[src/rtl/ug_pkg.sv]
package ug_pkg;
  typedef enum logic {UG_TRIPLE = 1'b0, UG_DUAL = 1'b1} ug_mode_e;

  function automatic int ug_copies(ug_mode_e m);
    return (m == UG_TRIPLE) ? 3 : 2;
  endfunction
endpackage

[src/rtl/ug_rst_sync.sv]
module ug_rst_sync (
  input  logic clk,
  input  logic arst_n,
  output logic srst_n
);
  logic [1:0] stage;

  always_ff @(posedge clk or negedge arst_n) begin
    if (!arst_n) stage <= 2'b00;
    else         stage <= {stage[0], 1'b1};
  end

  assign srst_n = stage[1];
endmodule

[src/rtl/ug_replica.sv]
module ug_replica #(
  parameter int W = 8,
  parameter logic [W-1:0] RST_VAL = '0
) (
  input  logic         clk,
  input  logic         rst_n,
  input  logic [W-1:0] d,
  input  logic [W-1:0] flip,
  output logic [W-1:0] q
);
  logic [W-1:0] d_n;

  always_comb d_n = d ^ flip;

  always_ff @(posedge clk or negedge rst_n) begin
    if (!rst_n) q <= RST_VAL;
    else        q <= d_n;
  end
endmodule

[src/rtl/ug_vote3.sv]
module ug_vote3 #(
  parameter int W = 8
) (
  input  logic [W-1:0] a,
  input  logic [W-1:0] b,
  input  logic [W-1:0] c,
  output logic [W-1:0] y
);
  always_comb y = (a & b) | (a & c) | (b & c);
endmodule

[src/rtl/ug_next.sv]
module ug_next #(
  parameter int W = 8
) (
  input  logic [W-1:0] cur,
  input  logic         en,
  input  logic         ld,
  input  logic [W-1:0] din,
  output logic [W-1:0] nxt
);
  always_comb begin
    if (en && ld)  nxt = din;
    else if (en)   nxt = cur + W'(1);
    else           nxt = cur;
  end
endmodule

[src/rtl/upset_guard_reg.sv]
module upset_guard_reg
  import ug_pkg::*;
#(
  parameter int W = 8,
  parameter ug_mode_e MODE = UG_TRIPLE,
  parameter logic [W-1:0] RST_VAL = '0,
  localparam int BW = (W > 1) ? $clog2(W) : 1
) (
  input  logic          clk,
  input  logic          rst_n,
  input  logic          en,
  input  logic          ld,
  input  logic [W-1:0]  din,
  input  logic          inj_en,
  input  logic [1:0]    inj_sel,
  input  logic [BW-1:0] inj_bit,
  input  logic          clr_disagree,
  output logic [W-1:0]  q,
  output logic          disagree,
  output logic          mismatch
);
  localparam int NC = ug_copies(MODE);

  logic         rst_s;
  logic [W-1:0] rep_d [NC];
  logic [W-1:0] rep_q [NC];
  logic [W-1:0] flip  [NC];

  ug_rst_sync u_rsync (.clk(clk), .arst_n(rst_n), .srst_n(rst_s));

  // one register per copy, each with its own upset hook
  for (genvar i = 0; i < NC; i++) begin : g_rep
    assign flip[i] = (inj_en && (inj_sel == 2'(i))) ? (W'(1) << inj_bit) : '0;
    ug_replica #(.W(W), .RST_VAL(RST_VAL)) u_rep (
      .clk(clk), .rst_n(rst_s), .d(rep_d[i]), .flip(flip[i]), .q(rep_q[i])
    );
  end

  if (MODE == UG_TRIPLE) begin : g_tmr
    logic [W-1:0] voted;
    logic [W-1:0] nxt;
    logic         any_diff;
    logic         dis_q, dis_n;

    ug_vote3 #(.W(W)) u_vote (.a(rep_q[0]), .b(rep_q[1]), .c(rep_q[2]), .y(voted));

    // vote sits inside the loop: every copy is rebuilt from the voted value
    ug_next #(.W(W)) u_nxt (.cur(voted), .en(en), .ld(ld), .din(din), .nxt(nxt));
    for (genvar i = 0; i < NC; i++) begin : g_fb
      assign rep_d[i] = nxt;
    end

    assign any_diff = (rep_q[0] != voted) | (rep_q[1] != voted) | (rep_q[2] != voted);

    always_comb dis_n = any_diff | (dis_q & ~clr_disagree);

    always_ff @(posedge clk or negedge rst_s) begin
      if (!rst_s) dis_q <= 1'b0;
      else        dis_q <= dis_n;
    end

    assign q        = voted;
    assign disagree = dis_q;
    assign mismatch = 1'b0;

    // a load shows at the output after one edge
    p_load_r2: assert property (@(posedge clk) disable iff (!rst_s)
      en && ld |=> q == $past(din));
    // increment with wrap
    p_count_r3: assert property (@(posedge clk) disable iff (!rst_s)
      en && !ld |=> q == ($past(q) + W'(1)));
    // hold is kept even while one copy is being hit
    p_hold_r4: assert property (@(posedge clk) disable iff (!rst_s)
      !en |=> $stable(q));
    // repair keeps the damage to one copy at a time
    p_one_bad_copy_r5: assert property (@(posedge clk) disable iff (!rst_s)
      $countones({rep_q[0] != voted, rep_q[1] != voted, rep_q[2] != voted}) <= 1);
    // without an injection at the last edge all copies agree
    p_repaired_r6: assert property (@(posedge clk) disable iff (!rst_s)
      !$past(inj_en && (inj_sel != 2'd3)) |-> (rep_q[0] == rep_q[1]) && (rep_q[1] == rep_q[2]));
    // disagreement is recorded one edge later and is sticky
    p_dis_set_r7: assert property (@(posedge clk) disable iff (!rst_s)
      any_diff |=> disagree);
    p_dis_sticky_r7: assert property (@(posedge clk) disable iff (!rst_s)
      disagree && !clr_disagree |=> disagree);
  end else begin : g_dmr
    logic mis_q, mis_n;
    logic live_diff;

    // each copy follows only itself: detection, no correction
    for (genvar i = 0; i < NC; i++) begin : g_own
      ug_next #(.W(W)) u_nxt (.cur(rep_q[i]), .en(en), .ld(ld), .din(din), .nxt(rep_d[i]));
    end

    assign live_diff = (rep_q[0] != rep_q[1]);

    always_comb mis_n = mis_q | live_diff;

    always_ff @(posedge clk or negedge rst_s) begin
      if (!rst_s) mis_q <= 1'b0;
      else        mis_q <= mis_n;
    end

    assign q        = rep_q[0];
    assign disagree = 1'b0;
    assign mismatch = mis_q | live_diff;

    // mismatch persists until reset
    p_mis_sticky_r9: assert property (@(posedge clk) disable iff (!rst_s)
      mismatch |=> mismatch);
    // with no update and no upset, copy 0 is left alone
    p_dual_hold_r8: assert property (@(posedge clk) disable iff (!rst_s)
      !en && !inj_en |=> $stable(q));
    // load reaches the output when copy 0 is not being hit
    p_dual_load_r2: assert property (@(posedge clk) disable iff (!rst_s)
      en && ld && !(inj_en && inj_sel == 2'd0) |=> q == $past(din));
  end
endmodule

[config.mk]
export PLATFORM = sky130hd
export DESIGN_NAME = upset_guard_reg
export DESIGN_NICKNAME = d
export VERILOG_FILES = /design/src/rtl/ug_pkg.sv /design/src/rtl/ug_rst_sync.sv /design/src/rtl/ug_replica.sv /design/src/rtl/ug_vote3.sv /design/src/rtl/ug_next.sv /design/src/rtl/upset_guard_reg.sv
export SDC_FILE = /design/constraint.sdc
export NUM_CORES = 1
export LEC_CHECK = 0
export ABC_AREA = 1
export BUFFER_PORTS_ARGS = -buffer_cell sky130_fd_sc_hd__buf_2
export CORE_MARGIN = 4
export CORE_UTILIZATION = 55
export DETAILED_ROUTE_END_ITERATION = 10
export MAX_ROUTING_LAYER = met4
export PLACE_DENSITY = 0.77
export SLEW_MARGIN = 5
export SYNTH_ARGS = -nofsm -noshare
export SYNTH_HDL_FRONTEND = slang
export SYNTH_HIERARCHICAL = 1
export SYNTH_SLANG_ARGS = --single-unit
[constraint.sdc]
create_clock -name clk -period 2.2 [get_ports clk]
set_input_delay 0.11 -clock clk [delete_from_list [all_inputs] [get_ports clk]]
set_output_delay 0.11 -clock clk [all_outputs]
set_load 0.005 [all_outputs]
# Word level (Yosys, flattened, before mapping)
# Cells that the tools add are included.
# op_classes
n_addsub	1
shift	1
eq_ne	5
n_mux	5
div	0
bitwise_logic	13
mul	0
order_cmp	0
n_reduce_logical	5
# op_table
op	count
2-to-1 mux 8 bit	5
AND 8 bit	3
!= test 8 bit	3
XOR 8 bit	3
bitwise OR 8 bit	2
adder 8 x 1 -> 8 bit (second input constant)	1
<< shifter 1 x 3 -> 8 bit (first input constant)	1
logical AND 1 bit	4
bitwise OR 1 bit	3
== test 2 x 1 -> 1 bit (second input constant)	1
== test 2 bit (second input constant)	1
zero test 2 bit	1
AND 1 bit	1
NOT 1 bit	1
# totals
ram_bits	0
word_cells	35
reg_bits	27
inputBits	19
romBits	0
latch_bits	0
memories	0
output_inout_bits	10

# Logic depth before layout (Yosys ltp)
# Gate-level depths: netlist of run 1.
# depth
word_depth	7
mapped_depth	12
mapped_depth_nobuf	12

# Cells and area by module
# Netlist of run 1, hierarchy kept.
# by_module_without_submodules
module	cells_each	seq_area_each_um2	area_per_inst_um2	n_inst
ug_replica	48	200.2	350.3	3
upset_guard_reg	144	25.0	613.1	1
ug_next	58	0.0	261.5	1
ug_vote3	32	0.0	170.2	1
ug_rst_sync	3	50.0	53.8	1

# Worst setup path after synthesis of run 1
# Ideal clock, no wire load.
# synth_timing
path_type	reg-to-reg
startpoint	register g_rep[1].u_rep.q[0]
endpoint	register g_rep[1].u_rep.q[2]
stages_incl_launch_ff	10
t_arrival_ps	1567
required_time_ps	2082
period_less_slack_ps	1685
path_buffers	0
setup_slack_ps	515
setup_time_ps	118
cell_sequence	dfrtp_1 nand2_1 nand3_2 ha_1 nand2_1 xor2_1 o21ai_0 inv_1 nand2_1 nand2_1
# synth_via
elab_chain_len	7
elab_cells_between_ends	8
classes_between	1 x add/sub; 2 x mux; 5 x bitwise
# synth_lines
element	line	rtl
start, declared	ug_replica.sv:9	output logic [W-1:0] q
start signal, assigned	ug_replica.sv:17	else q <= d_n;
AND 8 bit	ug_vote3.sv:9	always_comb y = (a & b) | (a & c) | (b & c);
bitwise OR 8 bit	ug_vote3.sv:9	
bitwise OR 8 bit (*)	ug_vote3.sv:9	
via q[0]	upset_guard_reg.sv:18	output logic [W-1:0] q,
adder 8 x 1 -> 8 bit (*)	ug_next.sv:12	else if (en) nxt = cur + W'(1);
2-to-1 mux 8 bit (*)	ug_next.sv:12	
2-to-1 mux 8 bit (*)	ug_next.sv:11	if (en && ld) nxt = din;
via g_tmr.nxt[2]	upset_guard_reg.sv:41	logic [W-1:0] nxt;
XOR 8 bit (*)	ug_replica.sv:13	always_comb d_n = d ^ flip;
via g_rep[1].u_rep.d_n[2]	ug_replica.sv:11	logic [W-1:0] d_n;
# The timed path passes the listed nets; every way through them passes the cells marked *.

# Final worst setup path of run 1
# layout_timing
startpoint	register g_rep[2].u_rep.q[0]
endpoint	register g_rep[0].u_rep.q[2]
# layout_via
elab_chain_len	7
elab_cells_between_ends	8
classes_between	1 x add/sub; 2 x mux; 5 x bitwise
# layout_lines
element	line
start, declared	ug_replica.sv:9
start signal, assigned	ug_replica.sv:17
AND 8 bit	ug_vote3.sv:9
bitwise OR 8 bit	ug_vote3.sv:9
bitwise OR 8 bit (*)	ug_vote3.sv:9
adder 8 x 1 -> 8 bit (*)	ug_next.sv:12
2-to-1 mux 8 bit (*)	ug_next.sv:12
2-to-1 mux 8 bit (*)	ug_next.sv:11
via g_tmr.nxt[2]	upset_guard_reg.sv:41
XOR 8 bit (*)	ug_replica.sv:13
via g_rep[0].u_rep.d_n[2]	ug_replica.sv:11
end signal, assigned	ug_replica.sv:17
end, declared	ug_replica.sv:9
# Marks and branches as above.

==> impl_metrics.py, run 1 <==
metrics = {
    "worst_setup_path": {
        "cp_common_cell": "nand2_1",
        "crit_start": "g_rep[2].u_rep/q[0]",
        "path_cells": "nand2_1 > nand3_2 > ha_1 > nand2_1 > xor2_1 > o21ai_0 > inv_1 > nand2_1 > nand2_1",
        "path_class": "flop to flop",
        "rrSetupSlack_ns": 0.34,
        "startpoint_type": "flop",
        "rr_endpoint": "g_rep[0].u_rep/q[2]",
        "slowest_delay_ns": 0.47,
        "crit_fanout": 7,
        "worst_ep_required_time_ns": 2.37,
        "reg2reg_depth": 9,
        "cp-end-kind": "flop",
        "worstReg2RegStart": "g_rep[2].u_rep/q[0]",
        "cp_slowest_cell": "o21ai_0",
        "crit_arrival_ns": 2.03,
    },
    "sta": {
        "tns_ns": 0,
        "setup_viol": 0,
        "worst_clock_skew_ns": 0.001225,
        "hold_viol": 0,
        "slew_headroom": 0.5288,
        "fin_crit_ns": 1.861,
        "rsz0062_at_grt": "no",
        "slew_violations": 0,
        "tightest_slew_ns": 0.6994,
        "post-route-period-util": 0.8458,
        "worst_slack_ns": 0.3392,
        "max_freq_mhz": 537.4,
    },
    "power": {
        "p_per_area_nw_per_um2": 1371,
        "vdd_ir_drop_max_v": 0.0005024,
        "pwr-share-comb": 0.636,
        "leakagePower_nw": 1.421,
        "power_mw": 3.300,
        "p_clk_frac": 0.084,
        "internal-power_mw": 1.579,
        "seq_power_share": 0.280,
        "swShare": 0.5215,
        "power.switching_mw": 1.721,
    },
    "cells_and_area": {
        "antennaDiodeCount": 0,
        "final-seq-area_um2": 675.6,
        "finish.utilization": 0.6478,
        "syn_to_final_growth_pct": 11.99,
        "multi_input_area_um2": 1155,
        "final_nets": 435,
        "drive_above_1_share": 0.1159,
        "final.fill_count": 383,
    },
    "drt": {
        "dr.pass1.iters": 5,
        "detail-route-antenna-nets": 0,
        "drc": 0,
        "num_vias": 2150,
        "drt_first_iter_violations": 140,
        "wl_met2_um": 2389,
        "met3WireLength_um": 301,
        "finalWirelength_um": 4897,
        "wl_met1_um": 2058,
        "wl_per_cell_um": 10.60,
        "top_layer": "met4",
        "viasPerCell": 4.654,
    },
    "clocking": {
        "clk_pin_slew_worst_paths_ns": 0.09,
        "clock_sinks": 27,
        "insertion_delay_ns": 0.27,
        "root_buffer": "clkbuf_8",
        "cts_resized": 0,
        "post_cts_buffers": 0,
        "clk_path_buf_depth": 2,
        "htreeDepth": 1,
        "numCtsBuffers": 3,
        "cts_tree": "built",
    },
    "synthesis": {
        "synth_cell_types": 20,
        "muxShareOfSynthArea": 0,
        "ys_seq_area_frac": 0.3143,
        "synth_nets": 401,
        "synth_top_flop_cell": "dfrtp_1",
        "yosysWarnings": 6,
        "synth.ff_latch_count": 27,
        "synth_area_per_cell_um2": 5.642,
        "synth_area_um2": 2150,
        "synthAdderAreaFrac": 0.005821,
        "synth_top_area_share": 0.3143,
        "async_reset_ff_frac": 1.000,
        "yosys.area_share.simple": 0.4796,
        "synth.area.top_cells": "dfrtp_1 31%, nand2_1 30%, inv_1 13%",
        "synth_top_family_by_area": "simple AND/OR/NAND/NOR gates",
        "synth_xor_area_frac": 0.02037,
        "synthCells": 381,
        "synth-edff-count": 0,
        "post-synth-top-area-cell": "dfrtp_1",
        "synth_compound_area_frac": 0.02794,
        "synthTopCellsByCount": "172 x nand2_1, 77 x inv_1, 44 x nor2_1",
        "yosysMostFrequentCell": "nand2_1",
    },
    "global_routing": {
        "grt_overflow_total": 0,
        "globalRouteTotalUtil": 0.2181,
        "antenna_found_initial": 0,
        "grt_pass1_wl_um": 8362,
        "grt_pass1_vias": 1937,
        "grt_max_degree": 26,
    },
    "die": {
        "ios": 29,
        "rows": 22,
        "start_util": 0.5785,
        "core_area_um2": 3716,
        "chipHeight_um": 70.52,
        "dieArea_um2": 4972,
        "fp.dieW_um": 70.52,
    },
    "min_path": {
        "hold_class": "primary input to asynchronous set/reset pin",
    },
    "job": {
        "drv_cap": 0,
    },
    "placement": {
        "io_buffers": 27,
        "routabilityCongestion": 0.8653,
        "hpwl_um": 3866,
        "pre_cts_slack_ns": 0.3636,
    },
    "status": {
        "status": "completed",
    },
}
[layer usage]
layer  vias up  track usage
met4         0      0.08936
li1       1169            -
met3        10      0.02590
met1       906       0.2513
met5         -            -
met2        65       0.3815
[state kept, by name, summed over array words and instances, names as in the netlist]
name / flops
u_rsync/stage: 2
disagree: 1
g_rep.u_rep/q: 24
[power groups by stage]
| stage | combinational, mW | clock, mW | sequential [mW] |
|---|---|---|---|
| floorplan | 1.59 | 0 | 0.892 |
| finish | 2.10 | 0.278 | 0.924 |
| global placement | 2.02 | 0 | 0.920 |
| CTS | 2.10 | 0.283 | 0.920 |
| global route | 2.46 | 0.305 | 0.960 |
| detailed placement | 2.09 | 0 | 0.932 |
[stage by stage]
step | area, um2 | cells | hold slack (ns)
global placement | 2352 | 457 | -0.1039
finish | 2407 | 462 | 0.1496
CTS | 2407 | 462 | 0.1379
floorplan | 2150 | 381 | -0.1856
global route | 2407 | 462 | 0.1553
detailed placement | 2352 | 457 | -0.1012
[worst max-delay path: cells and delay by family, from the launching register on]
kind	cells	cell delay, ns
buffers and inverters	1	0.09
flip-flops	1	0.42
AND/OR/NAND/NOR	5	0.48
AO/OA/AOI/OAI	1	0.47
XOR/XNOR	1	0.07
adder cells (fa/ha/maj)	1	0.24
[cells in the final DEF (no fill, tap or decap)]
master / count
inv_2: 5
nor2_4: 1
xnor2_1: 1
nand3_2: 8
conb_1: 2
inv_1: 77
clkbuf_8: 3
nand2_1: 172
a21oi_1: 1
buf_4: 2
o21ai_0: 8
clkinv_1: 1
buf_2: 27
clkbuf_1: 1
xor2_1: 4
or2_1: 1
o21ai_1: 3
ha_1: 1
or2_2: 1
nor2_1: 44
nand3_1: 22
nor2_2: 1
dfrtp_1: 27
dlygate4sd3_1: 1
[worst max path at each step]
stage	to	slack, ns	depth (start not counted)
2_1_floorplan	g_rep[1].u_rep/q[2]	0.52	9
3_3_place_gp	g_rep[0].u_rep/q[2]	0.44	9
3_5_place_dp	g_rep[0].u_rep/q[2]	0.36	9
4_1_cts	g_rep[0].u_rep/q[2]	0.36	9
5_1_grt	g_rep[2].u_rep/q[2]	0.13	9
6_report	g_rep[0].u_rep/q[2]	0.34	9
[repair_timing]
item | in CTS | in global routing
endpoints found under the hold margin | 2 | 0
hold buffers | 1 | 0
endpoints found under the setup margin | 0 | 0
[cell type report]
type / count / area share
tap: 48 / 0.02495
sequential: 27 / 0.2807
clock buffer: 4 / 0.01871
multi-input combinational: 270 / 0.4797
inverter: 83 / 0.1294
timing repair buffer: 30 / 0.06653
[kinds of logic (layout without fill, tap and decap cells)]
kind of cell | count (synthesis) | after routing
simple gates | 250 | 250
buf+inv | 84 | 117
flops | 27 | 27
compound gates | 12 | 12
xor+xnor | 5 | 5
other cells | 2 | 2
fa+ha+maj | 1 | 1
(Power assumes the default switching activity.)
==> run 2, diff against run 1 <==
--- a/config.mk
+++ b/config.mk
@@ -5,13 +5,13 @@
 export SDC_FILE = /design/constraint.sdc
 export NUM_CORES = 1
 export LEC_CHECK = 0
-export ABC_AREA = 1
+export ABC_AREA = 0
 export BUFFER_PORTS_ARGS = -buffer_cell sky130_fd_sc_hd__buf_2
 export CORE_MARGIN = 4
-export CORE_UTILIZATION = 55
+export CORE_UTILIZATION = 50
 export DETAILED_ROUTE_END_ITERATION = 10
 export MAX_ROUTING_LAYER = met4
-export PLACE_DENSITY = 0.77
+export PLACE_DENSITY = 0.75
 export SLEW_MARGIN = 5
 export SYNTH_ARGS = -nofsm -noshare
 export SYNTH_HDL_FRONTEND = slang
==> constraint.sdc (replaced) <==
create_clock -name clk -period 1.7 [get_ports clk]
set_input_delay 0.085 -clock clk [delete_from_list [all_inputs] [get_ports clk]]
set_output_delay 0.085 -clock clk [all_outputs]
set_load 0.005 [all_outputs]
==> run 2 against run 1 <==
- the flow now finishes with violations (setup timing)
- register-to-register slack lost 0.78 ns
- utilization grew 6.8 points
- sequential share of layout area grew 2.3 points
- clock skew grew 0.0053 ns
- critical path depth shrank 4
- cell area shrank 7.7%
- fmax shrank 13%
- sequential cell count is the same
- synthesized cell count shrank 54%
- via count shrank 29%
- worst setup slack lost 0.78 ns
- critical path type unchanged
- critical endpoint is now disagree
==> impl_metrics.py, run 2 <==
metrics = {
    "status": {
        "status": "complete, but fails checks",
        "violations": "setup timing",
    },
    "synthesis": {
        "post-synth-top-area-cell": "dfrtp_1",
        "synth_area_per_cell_um2": 9.320,
        "yosysMostFrequentCell": "nor2_1",
        "synthCells": 176,
        "yosysWarnings": 6,
        "synth_xor_area_frac": 0.1495,
        "synth.ff_latch_count": 27,
        "synth_nets": 196,
        "yosys.area_share.simple": 0.2418,
        "synthAdderAreaFrac": 0.06255,
        "synth_top_family_by_area": "simple AND/OR/NAND/NOR gates",
        "synth_compound_area_frac": 0.09992,
        "async_reset_ff_frac": 1.000,
        "synth_top_flop_cell": "dfrtp_1",
        "synth.area.top_cells": "dfrtp_1 41%, xor2_1 13%, nor2_1 7.6%",
        "ys_seq_area_frac": 0.4119,
        "synth_area_um2": 1640,
        "synth-edff-count": 0,
        "synth_top_area_share": 0.4119,
        "muxShareOfSynthArea": 0.01220,
        "synth_cell_types": 34,
        "synthTopCellsByCount": "33 x nor2_1, 27 x dfrtp_1, 25 x xor2_1",
    },
    "power": {
        "leakagePower_nw": 0.9885,
        "pwr-share-comb": 0.606,
        "internal-power_mw": 1.944,
        "p_per_area_nw_per_um2": 1424,
        "swShare": 0.3859,
        "power.switching_mw": 1.221,
        "seq_power_share": 0.308,
        "power_mw": 3.165,
        "vdd_ir_drop_max_v": 0.0006847,
        "p_clk_frac": 0.086,
    },
    "drt": {
        "viasPerCell": 5.382,
        "finalWirelength_um": 3965,
        "drc": 0,
        "num_vias": 1523,
        "wl_per_cell_um": 14.01,
        "detail-route-antenna-nets": 0,
        "dr.pass1.iters": 4,
        "drt_first_iter_violations": 62,
    },
    "die": {
        "rows": 20,
        "fp.dieW_um": 65.28,
        "chipHeight_um": 65.28,
        "ios": 29,
        "start_util": 0.5286,
        "dieArea_um2": 4261,
        "core_area_um2": 3103,
    },
    "worst_setup_path": {
        "cp-end-kind": "flop",
        "crit_fanout": 2,
        "worst_ep_required_time_ns": 1.91,
        "startpoint_type": "flop",
        "path_class": "flop to flop",
        "crit_arrival_ns": 2.35,
    },
    "sta": {
        "rsz0062_at_grt": "yes",
        "max_freq_mhz": 467.7,
        "post-route-period-util": 1.258,
        "hold_viol": 0,
        "slew_violations": 0,
        "worst_slack_ns": -0.4380,
        "fin_crit_ns": 2.138,
        "worst_clock_skew_ns": 0.006524,
        "setup_viol": 22,
    },
    "cells_and_area": {
        "final_nets": 260,
        "mostFrequentLayoutCell": "nor2_1",
        "drive_above_1_share": 0.3724,
        "layout_common_cells": "32 x nor2_1, 28 x buf_4, 27 x dfrtp_1, 27 x buf_2, 25 x xor2_1",
        "antennaDiodeCount": 0,
        "largest_register": "g_rep.u_rep/q",
        "syn_to_final_growth_pct": 35.47,
        "largest_register_ff_count": 24,
        "final_cells": 283,
    },
    "placement": {
        "pre_cts_slack_ns": -0.3932,
        "io_buffers": 27,
        "routabilityCongestion": 0.8970,
        "dp.cells": 273,
        "hpwl_um": 2958,
    },
    "clocking": {
        "insertion_delay_ns": 0.32,
        "htreeDepth": 1,
        "cts_tree": "built",
        "clk_path_buf_depth": 2,
        "root_buffer": "clkbuf_4",
        "numCtsBuffers": 3,
        "clk_pin_slew_worst_paths_ns": 0.14,
        "clock_sinks": 27,
    },
    "min_path": {
        "hold_class": "primary input to asynchronous set/reset pin",
    },
    "global_routing": {
        "globalRouteTotalUtil": 0.2067,
        "grt_overflow_total": 0,
        "grt_pass1_wl_um": 6492,
        "grt_max_degree": 26,
        "antenna_found_initial": 0,
        "grt_pass1_vias": 1472,
    },
    "job": {
        "drv_cap": 0,
    },
}
run 2: cell count changes after synthesis, moves of 5 or more:
cell      before  now
inv_2          5    0
a21oi_1        1    6
nand2_1      172    7
maj3_2         0    8
nand3_2        8    0
nand3_1       22    9
nand3b_1       0    6
nor2_1        44   33
inv_1         77    2
or3_1          0    8
xor2_1         4   25
run 2: logic make-up after synthesis:
family,count (synthesis)
DFF,27
muxes,2
and+or+nand+nor,77
AOI/OAI and AO/OA,25
buffers and inverters,6
xor gates and xnor gates,28
adders and majority gates,9
other,2
run 2: critical path, stage by stage, from the launching register on:
cell and delay, ns:
dfrtp_1 0.41, maj3_2 0.32, or3_1 0.31, a222oi_1 0.35, nand4_1 0.12, or4_1 0.51
run 2: through the flow:
stage	utilization	TNS [ns]	area [um2]	hold slack (ns)
global route	0.7161	-4.411	2222	0.03542
global placement	0.6577	-2.638	2041	-0.1305
CTS	0.7000	-2.000	2172	0.03348
detailed placement	0.6577	-4.005	2041	-0.1287
finish	0.7161	-2.302	2222	0.04445
floorplan	-	-0.7234	1647	-0.2106
run 2: repair_timing:
| item | 4_1_cts | 5_1_grt |
|---|---|---|
| endpoints found under the hold margin | 2 | 0 |
| hold buffers | 1 | 0 |
| buffers inserted | 3 | 3 |
| gates cloned | 0 | 0 |
| pin swaps | 11 | 7 |
| setup endpoints to repair | 22 | 25 |
| gates resized for setup | 17 | 9 |
run 2: power by group through the flow:
| stage | Sequential, mW | Combinational, mW | Clock, mW |
|---|---|---|---|
| after global placement | 0.966 | 1.55 | 0 |
| after global routing | 1.01 | 2.08 | 0.309 |
| final | 0.976 | 1.92 | 0.271 |
| after CTS | 0.972 | 1.83 | 0.281 |
| after detailed placement | 0.984 | 1.62 | 0 |
| after floorplan | 0.993 | 0.862 | 0 |
run 2: path summary, 6_finish.rpt:
| path | startpoint | end | slack [ns] | cells past startpoint |
|---|---|---|---|---|
| hold reg to reg | u_rsync/stage[1] | g_rep[1].u_rep/q[1] | 0.23 | 1 |
| setup reg to reg | g_rep[0].u_rep/q[1] | disagree | -0.44 | 5 |
| setup / recovery | g_rep[0].u_rep/q[1] | disagree | -0.44 | 5 |
| min in group clk | clr_disagree | disagree | 0.14 | 3 |
| hold / removal | rst_n | u_rsync/stage[0] | 0.04 | 2 |
| max in group asynchronous | u_rsync/stage[1] | g_rep[2].u_rep/q[3] | 1.23 | 1 |
run 2: cell type report:
class                           count  area (um2)
Timing Repair Buffer               63       434.2
Sequential cell                    27       675.6
Tap cell                           44       55.05
Inverter                            2       7.507
Fill cell                         253       880.8
Clock buffer                        4       26.28
Multi-Input combinational cell    143        1023
run 2: layer usage:
metal | GRT usage | vias to the layer above | wire [um]
li1 | - | 748 | -
met1 | 0.2148 | 717 | 1503
met2 | 0.3755 | 42 | 2117
met3 | 0.02906 | 16 | 212
met4 | 0.1114 | 0 | 133
met5 | - | - | 0
==> run 3, diff against run 2 <==
--- a/config.mk
+++ b/config.mk
@@ -12,6 +12,7 @@
 export DETAILED_ROUTE_END_ITERATION = 10
 export MAX_ROUTING_LAYER = met4
 export PLACE_DENSITY = 0.75
+export SETUP_SLACK_MARGIN = 0.02
 export SLEW_MARGIN = 5
 export SYNTH_ARGS = -nofsm -noshare
 export SYNTH_HDL_FRONTEND = slang
==> run 3 against run 2 <==
- the run still ends with setup timing left
- count of clock-buffer cells in the layout stayed put
- clock skew hardly changed
- sequential share of layout area is 0.29 points lower
- worst setup slack worse by 0.021 ns
- via count is 1.6% lower
- global-route usage is 0.58 points lower
- cell count is 1.4% higher
- cell area is 0.96% higher
- clock power hardly changed
- hold slack better by 0.0072 ns
- critical endpoint unchanged
==> impl_metrics.py, run 3 (same netlist as run 2, synthesis figures left out) <==
metrics = {
    "worst_setup_path": {
        "startpoint_type": "flop",
        "crit_arrival_ns": 2.37,
        "worst_ep_required_time_ns": 1.91,
        "reg2reg_depth": 5,
        "cp_slowest_cell": "or4_1",
        "slowest_delay_ns": 0.52,
        "crit_fanout": 2,
        "rrSetupSlack_ns": -0.46,
        "worstReg2RegStart": "g_rep[0].u_rep/q[1]",
        "cp-end-kind": "flop",
        "path_cells": "maj3_2 > or3_1 > a222oi_1 > nand4_1 > or4_1",
        "rr_endpoint": "disagree",
        "path_class": "flop to flop",
    },
    "power": {
        "p_per_area_nw_per_um2": 1406,
        "power.switching_mw": 1.202,
        "seq_power_share": 0.310,
        "vdd_ir_drop_max_v": 0.0007777,
        "internal-power_mw": 1.953,
        "swShare": 0.3809,
        "power_mw": 3.155,
        "leakagePower_nw": 0.9998,
        "p_clk_frac": 0.086,
        "pwr-share-comb": 0.604,
    },
    "global_routing": {
        "grt.met3_usage": 0.02906,
        "antenna_found_initial": 0,
        "met1_usage": 0.2262,
        "top_usage_layer": "met2",
        "grt_use_met2": 0.3641,
        "grt_max_degree": 26,
        "grt_pass1_vias": 1407,
        "globalRouteTotalUtil": 0.2010,
        "grt_pass1_wl_um": 6382,
        "grt_overflow_total": 0,
    },
    "drt": {
        "num_vias": 1498,
        "wl_per_cell_um": 13.76,
        "dr.pass1.iters": 4,
        "drc": 0,
        "viasPerCell": 5.220,
        "finalWirelength_um": 3949,
        "drt_first_iter_violations": 39,
        "detail-route-antenna-nets": 0,
    },
    "clocking": {
        "clock_sinks": 27,
        "numCtsBuffers": 3,
        "cts_tree": "built",
        "root_buffer": "clkbuf_4",
        "clk_path_buf_depth": 2,
        "clk_pin_slew_worst_paths_ns": 0.14,
        "htreeDepth": 1,
        "insertion_delay_ns": 0.32,
    },
    "status": {
        "violations": "setup timing",
        "status": "complete, but fails checks",
    },
    "cells_and_area": {
        "antennaDiodeCount": 0,
        "layout_common_cells": "36 x buf_4, 32 x nor2_1, 27 x dfrtp_1, 27 x buf_2, 24 x xor2_1",
        "largest_register": "g_rep.u_rep/q",
        "final_nets": 264,
        "largest_register_ff_count": 24,
        "fin_area_um2": 2243,
        "syn_to_final_growth_pct": 36.77,
        "final_cells": 287,
        "mostFrequentLayoutCell": "buf_4",
        "drive_above_1_share": 0.3868,
    },
    "die": {
        "fp.dieW_um": 65.28,
        "chipHeight_um": 65.28,
        "rows": 20,
        "ios": 29,
        "dieArea_um2": 4261,
        "core_area_um2": 3103,
        "start_util": 0.5286,
    },
    "placement": {
        "routabilityCongestion": 0.8696,
        "hpwl_um": 2974,
        "io_buffers": 27,
        "placed_area_um2": 2049,
        "dp.cells": 273,
    },
    "sta": {
        "worst_clock_skew_ns": 0.006040,
        "setup_viol": 22,
        "worst_slack_ns": -0.4592,
        "slew_violations": 0,
        "max_freq_mhz": 463.1,
        "post-route-period-util": 1.270,
        "rsz0062_at_grt": "yes",
        "hold_viol": 0,
        "fin_crit_ns": 2.159,
    },
    "min_path": {
        "hold_class": "primary input to asynchronous set/reset pin",
    },
    "job": {
        "drv_cap": 0,
    },
}
[run 3: layer usage]
metal | vias to the layer above | wire [um]
met5 | - | 0
met4 | 0 | 29
met3 | 4 | 169
met2 | 30 | 2104
met1 | 711 | 1646
li1 | 753 | -
[run 3: repair_timing]
item	CTS	global route
pin swaps	19	15
setup endpoints to repair	22	25
hold buffers	1	0
hold endpoints to repair	2	0
resized for setup	15	8
setup buffers	2	9
[run 3: worst max-delay path, delay by kind of cell, from the launching register on]
kind	cells	cell delay (ns)
simple gates	3	0.95
fa+ha+maj	1	0.32
flops	1	0.42
compound gates	1	0.36
[run 3: area by class of cell]
| cell class | instances | area (um2) |
|---|---|---|
| Timing Repair Buffer | 67 | 449.2 |
| Sequential cell | 27 | 675.6 |
| Clock buffer | 4 | 26.28 |
| Fill cell | 230 | 859.6 |
| Inverter | 2 | 7.507 |
| Tap cell | 44 | 55.05 |
| Multi-Input combinational cell | 143 | 1030 |
[run 3: how the worst max path moves through the flow]
stage,end,startpoint
after floorplan,disagree,g_rep[1].u_rep/q[0]
after global placement,disagree,g_rep[1].u_rep/q[1]
after detailed placement,disagree,g_rep[1].u_rep/q[1]
after CTS,disagree,g_rep[1].u_rep/q[1]
after global routing,disagree,g_rep[1].u_rep/q[1]
final,disagree,g_rep[0].u_rep/q[1]
[run 3: metrics by stage]
stage / hold WS, ns / util / setup TNS, ns / setup slack [ns]
finish: 0.05162 / 0.7230 / -1.907 / -0.4592
global route: 0.03468 / 0.7230 / -3.989 / -0.5259
CTS: 0.03943 / 0.6980 / -3.326 / -0.4461
detailed placement: -0.1289 / 0.6605 / -3.620 / -0.4365
global placement: -0.1305 / 0.6605 / -2.578 / -0.3552
floorplan: -0.2106 / - / -0.7234 / -0.3815
[run 3: power by group through the flow]
stage | clock (mW) | sequential (mW) | combinational, mW
2_1_floorplan | 0 | 0.993 | 0.867
3_3_place_gp | 0 | 0.966 | 1.55
3_5_place_dp | 0 | 0.990 | 1.62
4_1_cts | 0.281 | 0.973 | 1.82
5_1_grt | 0.310 | 1.00 | 2.07
6_report | 0.271 | 0.977 | 1.91
